File: config.mk
export PLATFORM = sky130hd
export DESIGN_NAME = therm_encoder
export DESIGN_NICKNAME = d
export VERILOG_FILES = /design/src/rtl/therm_encoder.sv
export SDC_FILE = /design/constraint.sdc
export NUM_CORES = 1
export LEC_CHECK = 0
export BUFFER_PORTS_ARGS = -buffer_cell sky130_fd_sc_hd__buf_2
export CELL_PAD_IN_SITES_DETAIL_PLACEMENT = 1
export CELL_PAD_IN_SITES_GLOBAL_PLACEMENT = 1
export CORE_MARGIN = 2
export CORE_UTILIZATION = 38
export CTS_BUF_LIST = sky130_fd_sc_hd__clkbuf_8
export DETAILED_ROUTE_END_ITERATION = 12
export PLACE_DENSITY = 0.89
export SYNTH_ARGS = -nofsm -noshare
export SYNTH_HDL_FRONTEND = slang
export SYNTH_SLANG_ARGS = --single-unit
File: constraint.sdc
create_clock -name clk -period 1.3 [get_ports clk]
set_input_delay 0.13 -clock clk [delete_from_list [all_inputs] [get_ports clk]]
set_output_delay 0.13 -clock clk [all_outputs]
set_load 0.02 [all_outputs]
File: src/rtl/therm_encoder.sv
module therm_encoder #(
  parameter int N    = 4,
  parameter bit GRAY = 1'b0
) (
  input  logic               clk,
  input  logic               rst,
  input  logic [(1<<N)-2:0]  comp_i,
  output logic [N-1:0]       code_o,
  output logic               valid_o
);
  localparam int M = (1 << N) - 1;

  function automatic logic [N-1:0] code_of(input int k);
    logic [N-1:0] v;
    v = k[N-1:0];
    return GRAY ? (v ^ (v >> 1)) : v;
  endfunction

  logic [M-1:0] t_q;
  logic         v_q;
  logic [M+1:0] ext;
  logic [M:1]   mark;
  logic [N-1:0] enc, bin;

  always_ff @(posedge clk) begin
    if (rst) begin
      t_q     <= '0;
      v_q     <= 1'b0;
      code_o  <= '0;
      valid_o <= 1'b0;
    end else begin
      t_q     <= comp_i;
      v_q     <= 1'b1;
      code_o  <= bin;
      valid_o <= v_q;
    end
  end

  assign ext = {1'b0, t_q, 1'b1};

  for (genvar k = 1; k <= M; k++) begin : g_win
    assign mark[k] = ext[k-1] & ext[k] & ~ext[k+1];
  end

  for (genvar b = 0; b < N; b++) begin : g_tree
    logic [M:1] sel;
    for (genvar k = 1; k <= M; k++) begin : g_leaf
      localparam logic [N-1:0] CK = code_of(k);
      assign sel[k] = mark[k] & CK[b];
    end
    assign enc[b] = |sel;
  end

  if (GRAY) begin : g_gray
    assign bin[N-1] = enc[N-1];
    for (genvar b = N - 2; b >= 0; b--) begin : g_x
      assign bin[b] = bin[b+1] ^ enc[b];
    end
  end else begin : g_bin
    assign bin = enc;
  end

  AST_RESET_CLEAR: assert property (@(posedge clk) disable iff (rst)
    $past(rst) |-> (!valid_o && code_o == '0));
  AST_VALID_HOLD: assert property (@(posedge clk) disable iff (rst)
    valid_o |=> valid_o);
  AST_ONEHOT_MARK: assert property (@(posedge clk) disable iff (rst)
    ((t_q & (t_q + 1'b1)) == '0) |-> $onehot0(mark));
  AST_ZERO_SCALE: assert property (@(posedge clk) disable iff (rst)
    (!$past(rst) && $past(t_q == '0)) |-> code_o == '0);
  AST_FULL_SCALE: assert property (@(posedge clk) disable iff (rst)
    (!$past(rst) && $past(&t_q)) |-> code_o == N'(M));
endmodule

==> results of run 1 <==
[cell type report]
cell class | instances | share of cell area [%]
multi-input combinational | 43 | 31.4
inverter | 5 | 2.07
timing repair buffer | 21 | 11.6
tap | 25 | 3.45
clock buffer | 3 | 4.56
clock inverter | 1 | 0.552
sequential | 21 | 46.4
[logic make-up after synthesis]
group / synth area share (%)
buffers and inverters: 3.76
AND/OR/NAND/NOR: 21.0
flip-flops: 57.4
AO/OA/AOI/OAI: 17.8
[worst register-to-register path, stage by stage, from the launching register on]
cell,delay [ps]
dfxtp_1,390
nor2b_1,80
a22oi_1,250
a41oi_1,150
[worst min-delay path by stage]
stage	startpoint	to	slack [ps]	cells past startpoint
detailed placement	comp_i[6]	t_q[6]$_SDFF_PP0_	350	2
floorplan	rst	t_q[4]$_SDFF_PP0_	200	1
finish	comp_i[14]	t_q[14]$_SDFF_PP0_	80	2
global route	comp_i[12]	t_q[12]$_SDFF_PP0_	90	2
global placement	comp_i[0]	t_q[0]$_SDFF_PP0_	340	2
CTS	comp_i[6]	t_q[6]$_SDFF_PP0_	80	2
[flip-flops by register name, summed over array words and instances, names as in the netlist]
name / count
t_q: 15
code_o: 4
valid_o: 1
v_q: 1
[per-layer routing]
layer  up-vias  global-route usage (%)  routed length (um)
met4         0                    9.19                  10
met3         2                    3.77                  62
met5         -                       0                   0
met1       278                    17.3                 605
met2        13                    27.5                 765
li1        287                       -                   -
[power breakdown]
part           total (W)  internal (W)  switching, W
clock           0.000410      0.000213      0.000197
sequential      0.000709      0.000682     0.0000273
combinational   0.000112     0.0000573     0.0000551
[metrics by stage]
stage	worst slack (ps)	area (sq um)	cells	hold WS, ps	util [%]
finish	302	906	119	79.3	51.3
global route	219	906	119	87.3	51.3
CTS	313	906	119	80.4	51.3
detailed placement	323	860	115	347	48.7
global placement	363	860	115	339	48.7
floorplan	397	732	71	202	-
[layout by cell type (no fill, tap or decap)]
cell type and instances:
a22oi_1 1, a2bb2oi_1 1, a31oi_1 4, a32oi_1 1, a41oi_1 1, a41oi_2 1
and2_1 1, and2b_1 1, and3b_1 1, buf_2 21, clkbuf_8 3, clkinv_2 1
dfxtp_1 21, inv_1 4, inv_2 1, nand2_1 5, nand2_2 1, nor2b_1 17
o211ai_1 3, o21ai_1 3, o22a_1 2
==> results.yml, run 1 <==
yosys:
  yosysMostFrequentCell: "dfxtp_1"
  synth_ff_type: "dfxtp_1"
  ys.warnings.count: 0
  ys_seq_area_share_pct: 57.4
  yosys-top-cells-count: "21 x dfxtp_1, 17 x nor2b_1, 5 x nand2_1, 4 x a31oi_1, 4 x inv_1"
  ys_types: 20
  synthArstFlopShare_pct: 0
  syn_nets: 88
  yosysTopAreaCell: "dfxtp_1"
  synth-seq-cells: 21
  synthCells: 71
  synth_edf_count: 0
  synth_area_leaders: "dfxtp_1 57%, nor2b_1 15%, a31oi_1 3.4%, o211ai_1 3.1%, nand2_1 2.6%"
  synth.cell_area_sq_um: 732
  netlist.area_leader.share_pct: 57.4
  syn_area_per_cell_sq_um: 10.3
min_path:
  hold_path.class: "in2reg"
sta:
  fmax_mhz: 1000
  hold_viol_final: 0
  fin_skew_ps: 2.65
  tns_ps: 0
  grt_setup_unrepaired: "no"
  setup_viol: 0
  relSlewSlack_pct: 75.8
  max_slew.worst_pin.slew_ps: 363
  min_period_ps: 998
  fin_crit_sh_pct: 76.8
  maxSlewViolCount: 0
finish:
  nNetsFinal: 112
  num-fill-cells: 227
  seqCellArea_sq_um: 420
  multi_input_area_sq_um: 284
  diodes: 0
  syn2layout_area_growth_pct: 23.8
  drive_gt1_share_pct: 29.8
critical_path:
  r2r_slack_ps: 300
  endpoint_kind: "flop"
  path_class: "reg2reg"
  ff2ff_path_depth: 3
  cp.depth: 3
  crit_path_start_kind: "flop"
  crit_start: "t_q[7]$_SDFF_PP0_"
  worstSetupEndpoint: "code_o[1]$_SDFF_PP0_"
  max_stage_delay_ps: 390
  r2r-end: "code_o[1]$_SDFF_PP0_"
  arrival_ps: 1120
  critPathMaxFanout: 4
  critical-path-top-delay-family: "compound AO/OA/AOI/OAI gates"
  r2r-start: "t_q[7]$_SDFF_PP0_"
  critical-path-slowest-cell: "dfxtp_1"
  worstPathRequired_ps: 1420
  worstPathCellList: "nor2b_1 > a22oi_1 > a41oi_1"
  path_buf_inv: 0
grt:
  grt_max_degree: 22
  grt_pass1_wl_um: 2440
  antenna_found_initial: 0
  grt_usage_pct: 15.8
  grt_pass1_vias: 577
  grt-ovfl-total: 0
floorplan:
  io_pins: 22
  core_area_sq_um: 1760
  die_w_um: 47.9
  start_util_pct: 41.5
  dieArea_sq_um: 2290
  fp-row-count: 15
  die_h_um: 47.9
detailed_routing:
  vias_per_cell: 4.87
  drt_wl_total_um: 1440
  post_drt_wl_per_cell_um: 12.1
  drc_errors: 0
  vias: 580
  dr.pass1.iters: 3
  first_iter_violations: 8
  ant_nets: 0
cts:
  postCtsSetupRepairBufs: 0
  cts_inserted_buffers: 3
  clock_path_buffers: 2
  clk_pin_slew_ps: 70
  h-tree-depth: 1
  clock_sinks: 21
  insertion_delay_ps: 250
  cts_hold_buf: 0
  cts_root_buffer: "clkbuf_8"
  tritoncts: "built"
  ctsResizeCount: 0
job:
  cap_violations: 0
power:
  ir_worst_vdd_v: 0.000742
  p_total_w: 0.00123
  p_per_area_nw_per_um2: 1360
  p_leak_nw: 0.379
place:
  place_hpwl_um: 1050
  io_buffers: 21
  gp_congestion: 0.766
outcome:
  status: "complete, no violations"
Power figures use the tool's default switching activity.
==> run 2: changes to the inputs <==
--- a/config.mk
+++ b/config.mk
@@ -5,14 +5,15 @@
 export SDC_FILE = /design/constraint.sdc
 export NUM_CORES = 1
 export LEC_CHECK = 0
+export ABC_AREA = 1
 export BUFFER_PORTS_ARGS = -buffer_cell sky130_fd_sc_hd__buf_2
 export CELL_PAD_IN_SITES_DETAIL_PLACEMENT = 1
 export CELL_PAD_IN_SITES_GLOBAL_PLACEMENT = 1
 export CORE_MARGIN = 2
-export CORE_UTILIZATION = 38
+export CORE_UTILIZATION = 33
 export CTS_BUF_LIST = sky130_fd_sc_hd__clkbuf_8
 export DETAILED_ROUTE_END_ITERATION = 12
-export PLACE_DENSITY = 0.89
+export PLACE_DENSITY = 0.86
 export SYNTH_ARGS = -nofsm -noshare
 export SYNTH_HDL_FRONTEND = slang
 export SYNTH_SLANG_ARGS = --single-unit
==> constraint.sdc (replaced) <==
create_clock -name clk -period 0.8 [get_ports clk]
set_input_delay 0.08 -clock clk [delete_from_list [all_inputs] [get_ports clk]]
set_output_delay 0.08 -clock clk [all_outputs]
set_load 0.02 [all_outputs]
==> results.yml, run 2 <==
outcome:
  status: "finished, violations left"
  violations: "setup timing"
yosys:
  synth_area_leaders: "dfxtp_1 54%, inv_1 14%, nor2_1 11%, nand3_1 7.1%, nand2_1 5.3%"
  syn_area_per_cell_sq_um: 7.34
  ys.warnings.count: 0
  yosysTopAreaCell: "dfxtp_1"
  synth.cell_area_sq_um: 778
  synth-seq-cells: 21
  ys_types: 11
  syn_nets: 123
  yosysMostFrequentCell: "inv_1"
  netlist.area_leader.share_pct: 54.0
  yosys-top-cells-count: "30 x inv_1, 22 x nor2_1, 21 x dfxtp_1, 11 x nand2_1, 11 x nand3_1"
  synthArstFlopShare_pct: 0
  synthCells: 106
  synth_edf_count: 0
  synth_ff_type: "dfxtp_1"
  ys_seq_area_share_pct: 54.0
critical_path:
  max_stage_delay_ps: 350
  critPathMaxFanout: 2
  r2r-start: "t_q[14]$_SDFF_PP0_"
  worstPathRequired_ps: 940
  critical-path-slowest-cell: "dfxtp_2"
  r2r_slack_ps: -70
  ff2ff_path_depth: 5
  r2r-end: "code_o[3]$_SDFF_PP0_"
  path_class: "reg2reg"
  worstPathCellList: "inv_2 > nand3_2 > nand2_2 > nor2_2 > a21oi_2"
  endpoint_kind: "flop"
  arrival_ps: 1000
  crit_path_start_kind: "flop"
finish:
  largest_reg_flops: 15
  diodes: 0
  syn2layout_area_growth_pct: 37.6
  top_regs: "t_q: 15 flops, code_o: 4 flops"
  drive_gt1_share_pct: 51.9
  final_cell_mix: "25 x inv_1, 18 x nor2_1, 16 x buf_2"
  final_common_cell: "inv_1"
  nNetsFinal: 147
  top_register: "t_q"
  finalNonFillerCells: 157
sta:
  fin_crit_sh_pct: 108
  max_slew.worst_pin.slew_ps: 382
  fin_ws_ps: -65.5
  grt_setup_unrepaired: "yes"
  maxSlewViolCount: 0
  min_period_ps: 866
  fin_skew_ps: 2.94
  hold_viol_final: 0
  setup_viol: 4
  fmax_mhz: 1160
  relSlewSlack_pct: 74.5
power:
  p_per_area_nw_per_um2: 1950
  ir_worst_vdd_v: 0.000937
  p_total_w: 0.00209
  p_leak_nw: 0.561
cts:
  insertion_delay_ps: 260
  h-tree-depth: 1
  cts_inserted_buffers: 3
  clock_path_buffers: 2
  clk_pin_slew_ps: 70
  clock_sinks: 21
  tritoncts: "built"
  cts_root_buffer: "clkbuf_8"
  postCtsSetupRepairBufs: 0
floorplan:
  dieArea_sq_um: 2760
  fp-row-count: 17
  start_util_pct: 35.2
  core_area_sq_um: 2210
  io_pins: 22
  die_w_um: 52.6
  die_h_um: 52.6
detailed_routing:
  post_drt_wl_per_cell_um: 11.0
  first_iter_violations: 3
  vias_per_cell: 4.40
  ant_nets: 0
  drt_wl_total_um: 1720
  drc_errors: 0
  dr.pass1.iters: 4
  vias: 691
grt:
  grt_pass1_vias: 686
  grt_usage_pct: 14.3
  grt_pass1_wl_um: 2790
  antenna_found_initial: 0
  grt_max_degree: 22
  grt-ovfl-total: 0
min_path:
  worstHoldStart: "comp_i[14]"
  hold_path.class: "in2reg"
  worstHoldEndpoint: "t_q[14]$_SDFF_PP0_"
  whs_path_depth: 3
place:
  gp_congestion: 0.761
  place_hpwl_um: 1180
  dpl.cell_count: 153
  io_buffers: 21
job:
  cap_violations: 0
==> run 2: repair_timing <==
| action | CTS | global route |
|---|---|---|
| setup endpoints to repair | 8 | 9 |
| gates resized for setup | 17 | 32 |
| hold buffers | 0 | 0 |
| pin swaps | 7 | 9 |
==> run 2: power by group <==
group,switching [W],internal (W),leakage (nW)
Combinational,0.000134,0.000118,0.356
Clock,0.000333,0.000342,0.0269
Sequential,0.0000480,0.00112,0.179
Total,0.000515,0.00158,0.561
==> run 2: area by class of cell <==
class	count	area, sq um
clock buffer	3	41.3
clock inverter	1	3.75
fill	286	1140
inverter	30	113
multi-input combinational	53	308
sequential	21	438
tap	28	35.0
timing repair buffer	21	133
==> run 2: through the flow <==
step	setup TNS, ps	setup WS (ps)	area (sq um)	utilization (%)	hold slack [ps]
after global routing	-425	-121	1070	48.4	11.0
after global placement	-141	-43.9	908	41.1	282
final	-228	-65.5	1070	48.4	13.6
after floorplan	0	37.3	778	-	149
after detailed placement	-241	-75.8	908	41.1	289
after CTS	-173	-48.5	990	44.7	8.16
==> run 2: how the worst max path moves through the flow <==
| stage | from | endpoint | slack [ps] | depth (start not counted) |
|---|---|---|---|---|
| 3_3_place_gp | t_q[13]$_SDFF_PP0_ | code_o[3]$_SDFF_PP0_ | -40 | 5 |
| 2_1_floorplan | t_q[13]$_SDFF_PP0_ | code_o[3]$_SDFF_PP0_ | 40 | 5 |
| 6_report | t_q[14]$_SDFF_PP0_ | code_o[3]$_SDFF_PP0_ | -70 | 5 |
| 5_1_grt | t_q[7]$_SDFF_PP0_ | code_o[2]$_SDFF_PP0_ | -120 | 5 |
| 3_5_place_dp | t_q[11]$_SDFF_PP0_ | code_o[3]$_SDFF_PP0_ | -80 | 5 |
| 4_1_cts | t_q[14]$_SDFF_PP0_ | code_o[3]$_SDFF_PP0_ | -50 | 5 |
==> run 2: layer usage <==
layer / track usage [%] / up-vias / wire length [um]
met5: 0 / - / 0
met4: 7.69 / 0 / 48
met3: 3.43 / 6 / 81
met2: 27.1 / 20 / 960
met1: 14.1 / 317 / 630
li1: - / 348 / -
==> run 2: worst max-delay path, delay by kind of cell (launching register included) <==
kind / cells / cell delay [ps]
compound gates: 1 / 60
flops: 1 / 350
simple gates: 3 / 290
buf+inv: 1 / 40
==> run 2: cell families (layout without fill, tap and decap cells) <==
kind of cell	after synthesis	count (layout)	share of synthesized area (%)
AOI/OAI and AO/OA	4	4	2.57
DFF	21	21	54.0
and+or+nand+nor	49	49	27.7
buffers and inverters	32	55	15.8
==> run 3: changes to the inputs <==
--- a/config.mk
+++ b/config.mk
@@ -13,6 +13,7 @@
 export CORE_UTILIZATION = 33
 export CTS_BUF_LIST = sky130_fd_sc_hd__clkbuf_8
 export DETAILED_ROUTE_END_ITERATION = 12
+export HOLD_SLACK_MARGIN = 0.1
 export PLACE_DENSITY = 0.86
 export SYNTH_ARGS = -nofsm -noshare
 export SYNTH_HDL_FRONTEND = slang
==> results.yml, run 3 (synthesis results as in run 2) <==
critical_path:
  crit_path_start_kind: "flop"
  crit_start: "t_q[10]$_SDFF_PP0_"
  ff2ff_path_depth: 5
  r2r-end: "code_o[1]$_SDFF_PP0_"
  critPathMaxFanout: 3
  r2r-start: "t_q[10]$_SDFF_PP0_"
  r2r_slack_ps: -80
  worstSetupEndpoint: "code_o[1]$_SDFF_PP0_"
  path_class: "reg2reg"
  worstPathRequired_ps: 940
  arrival_ps: 1010
  endpoint_kind: "flop"
finish:
  finish.utilization_pct: 56.3
  final_common_cell: "inv_1"
  top_regs: "t_q: 15 flops, code_o: 4 flops"
  finalNonFillerCells: 172
  top_register: "t_q"
  largest_reg_flops: 15
  nNetsFinal: 162
  final_cell_mix: "24 x inv_1, 18 x nor2_1, 16 x buf_2"
  drive_gt1_share_pct: 47.9
  syn2layout_area_growth_pct: 60.0
  num-fill-cells: 277
  diodes: 0
cts:
  clock_sinks: 21
  clk_pin_slew_ps: 70
  h-tree-depth: 1
  tritoncts: "built"
  clock_path_buffers: 2
  insertion_delay_ps: 260
  postCtsSetupRepairBufs: 0
  cts_root_buffer: "clkbuf_8"
  cts_inserted_buffers: 3
detailed_routing:
  first_iter_violations: 4
  vias_per_cell: 4.46
  drc_errors: 0
  post_drt_wl_per_cell_um: 13.0
  dr.pass1.iters: 2
  ant_nets: 0
  drt_wl_total_um: 2240
  vias: 767
sta:
  hold_viol_final: 0
  fin_ws_ps: -77.4
  min_period_ps: 877
  max_slew.worst_pin.slew_ps: 385
  hold_ws_ps: 164
  tns_ps: -276
  setup_viol: 4
  maxSlewViolCount: 0
  fin_skew_ps: 2.02
  grt_setup_unrepaired: "yes"
  fmax_mhz: 1140
  fin_crit_sh_pct: 110
  relSlewSlack_pct: 74.3
min_path:
  hold_path.class: "in2reg"
  worstHoldStart: "rst"
place:
  dp_slack_ps: -75.8
  place_hpwl_um: 1180
  gp_congestion: 0.761
  dpl.cell_count: 153
  io_buffers: 21
floorplan:
  io_pins: 22
  fp-row-count: 17
  start_util_pct: 35.2
  core_area_sq_um: 2210
  dieArea_sq_um: 2760
  die_w_um: 52.6
  die_h_um: 52.6
grt:
  grt-ovfl-total: 0
  grt_usage_pct: 17.1
  grt_pass1_wl_um: 3280
  antenna_found_initial: 0
  grt_max_degree: 22
  grt_pass1_vias: 783
outcome:
  violations: "setup timing"
  status: "finished, violations left"
power:
  ir_worst_vdd_v: 0.000955
  p_leak_nw: 0.626
  p_per_area_nw_per_um2: 1750
job:
  cap_violations: 0
run 3: cell count changes in the layout (fill, tap and decap cells not counted), sizes merged:
cell,previous run,this run
dlygate4sd3,0,15
run 3: worst min path at each step:
| stage | to | slack (ps) | cells after the start |
|---|---|---|---|
| after CTS | v_q$_DFF_P_ | 160 | 2 |
| after detailed placement | t_q[12]$_SDFF_PP0_ | 290 | 3 |
| after global placement | t_q[2]$_SDFF_PP0_ | 280 | 3 |
| after global routing | v_q$_DFF_P_ | 190 | 2 |
| final | v_q$_DFF_P_ | 160 | 2 |
| after floorplan | code_o[3]$_SDFF_PP0_ | 150 | 1 |
run 3: worst max-delay path: stages, from the launching register on:
cell and delay [ps]:
dfxtp_2 360, inv_1 60, nand3_2 70, nand2_2 70, nor2_1 120, a21oi_1 70
run 3: per-stage QoR:
| stage | cell area [sq um] | power [W] |
|---|---|---|
| finish | 1240 | 0.00217 |
| global route | 1240 | 0.00228 |
| global placement | 908 | 0.00136 |
| detailed placement | 908 | 0.00137 |
| floorplan | 778 | 0.00129 |
| CTS | 1140 | 0.00212 |
run 3: metal layers:
| metal | global-route usage, % | up-vias | part of all wire (%) |
|---|---|---|---|
| met4 | 9.40 | 0 | 3.1 |
| met2 | 34.0 | 21 | 61 |
| met1 | 15.5 | 358 | 33 |
| met3 | 3.71 | 8 | 3.2 |
| met5 | 0 | - | 0 |
| li1 | - | 380 | - |
run 3: power by group:
group          switching (W)  leakage (nW)  total [W]  internal [W]
Clock               0.000341        0.0269   0.000683      0.000342
Sequential         0.0000561         0.180    0.00117       0.00111
Combinational       0.000152         0.420   0.000322      0.000170
run 3: final cells by class:
class                      instances  area [sq um]  area share, %
inverter                          30           113           9.05
multi-input combinational         53           320           25.7
clock inverter                     1          3.75          0.302
sequential                        21           445           35.8
timing repair buffer              36           287           23.0
clock buffer                       3          41.3           3.32
tap                               28          35.0           2.81
run 3: what timing repair did:
action	4_1_cts	5_1_grt
resized for setup	17	39
hold buffers	15	0
endpoints found under the setup margin	8	9
pin swaps	7	9
hold endpoints to repair	15	0
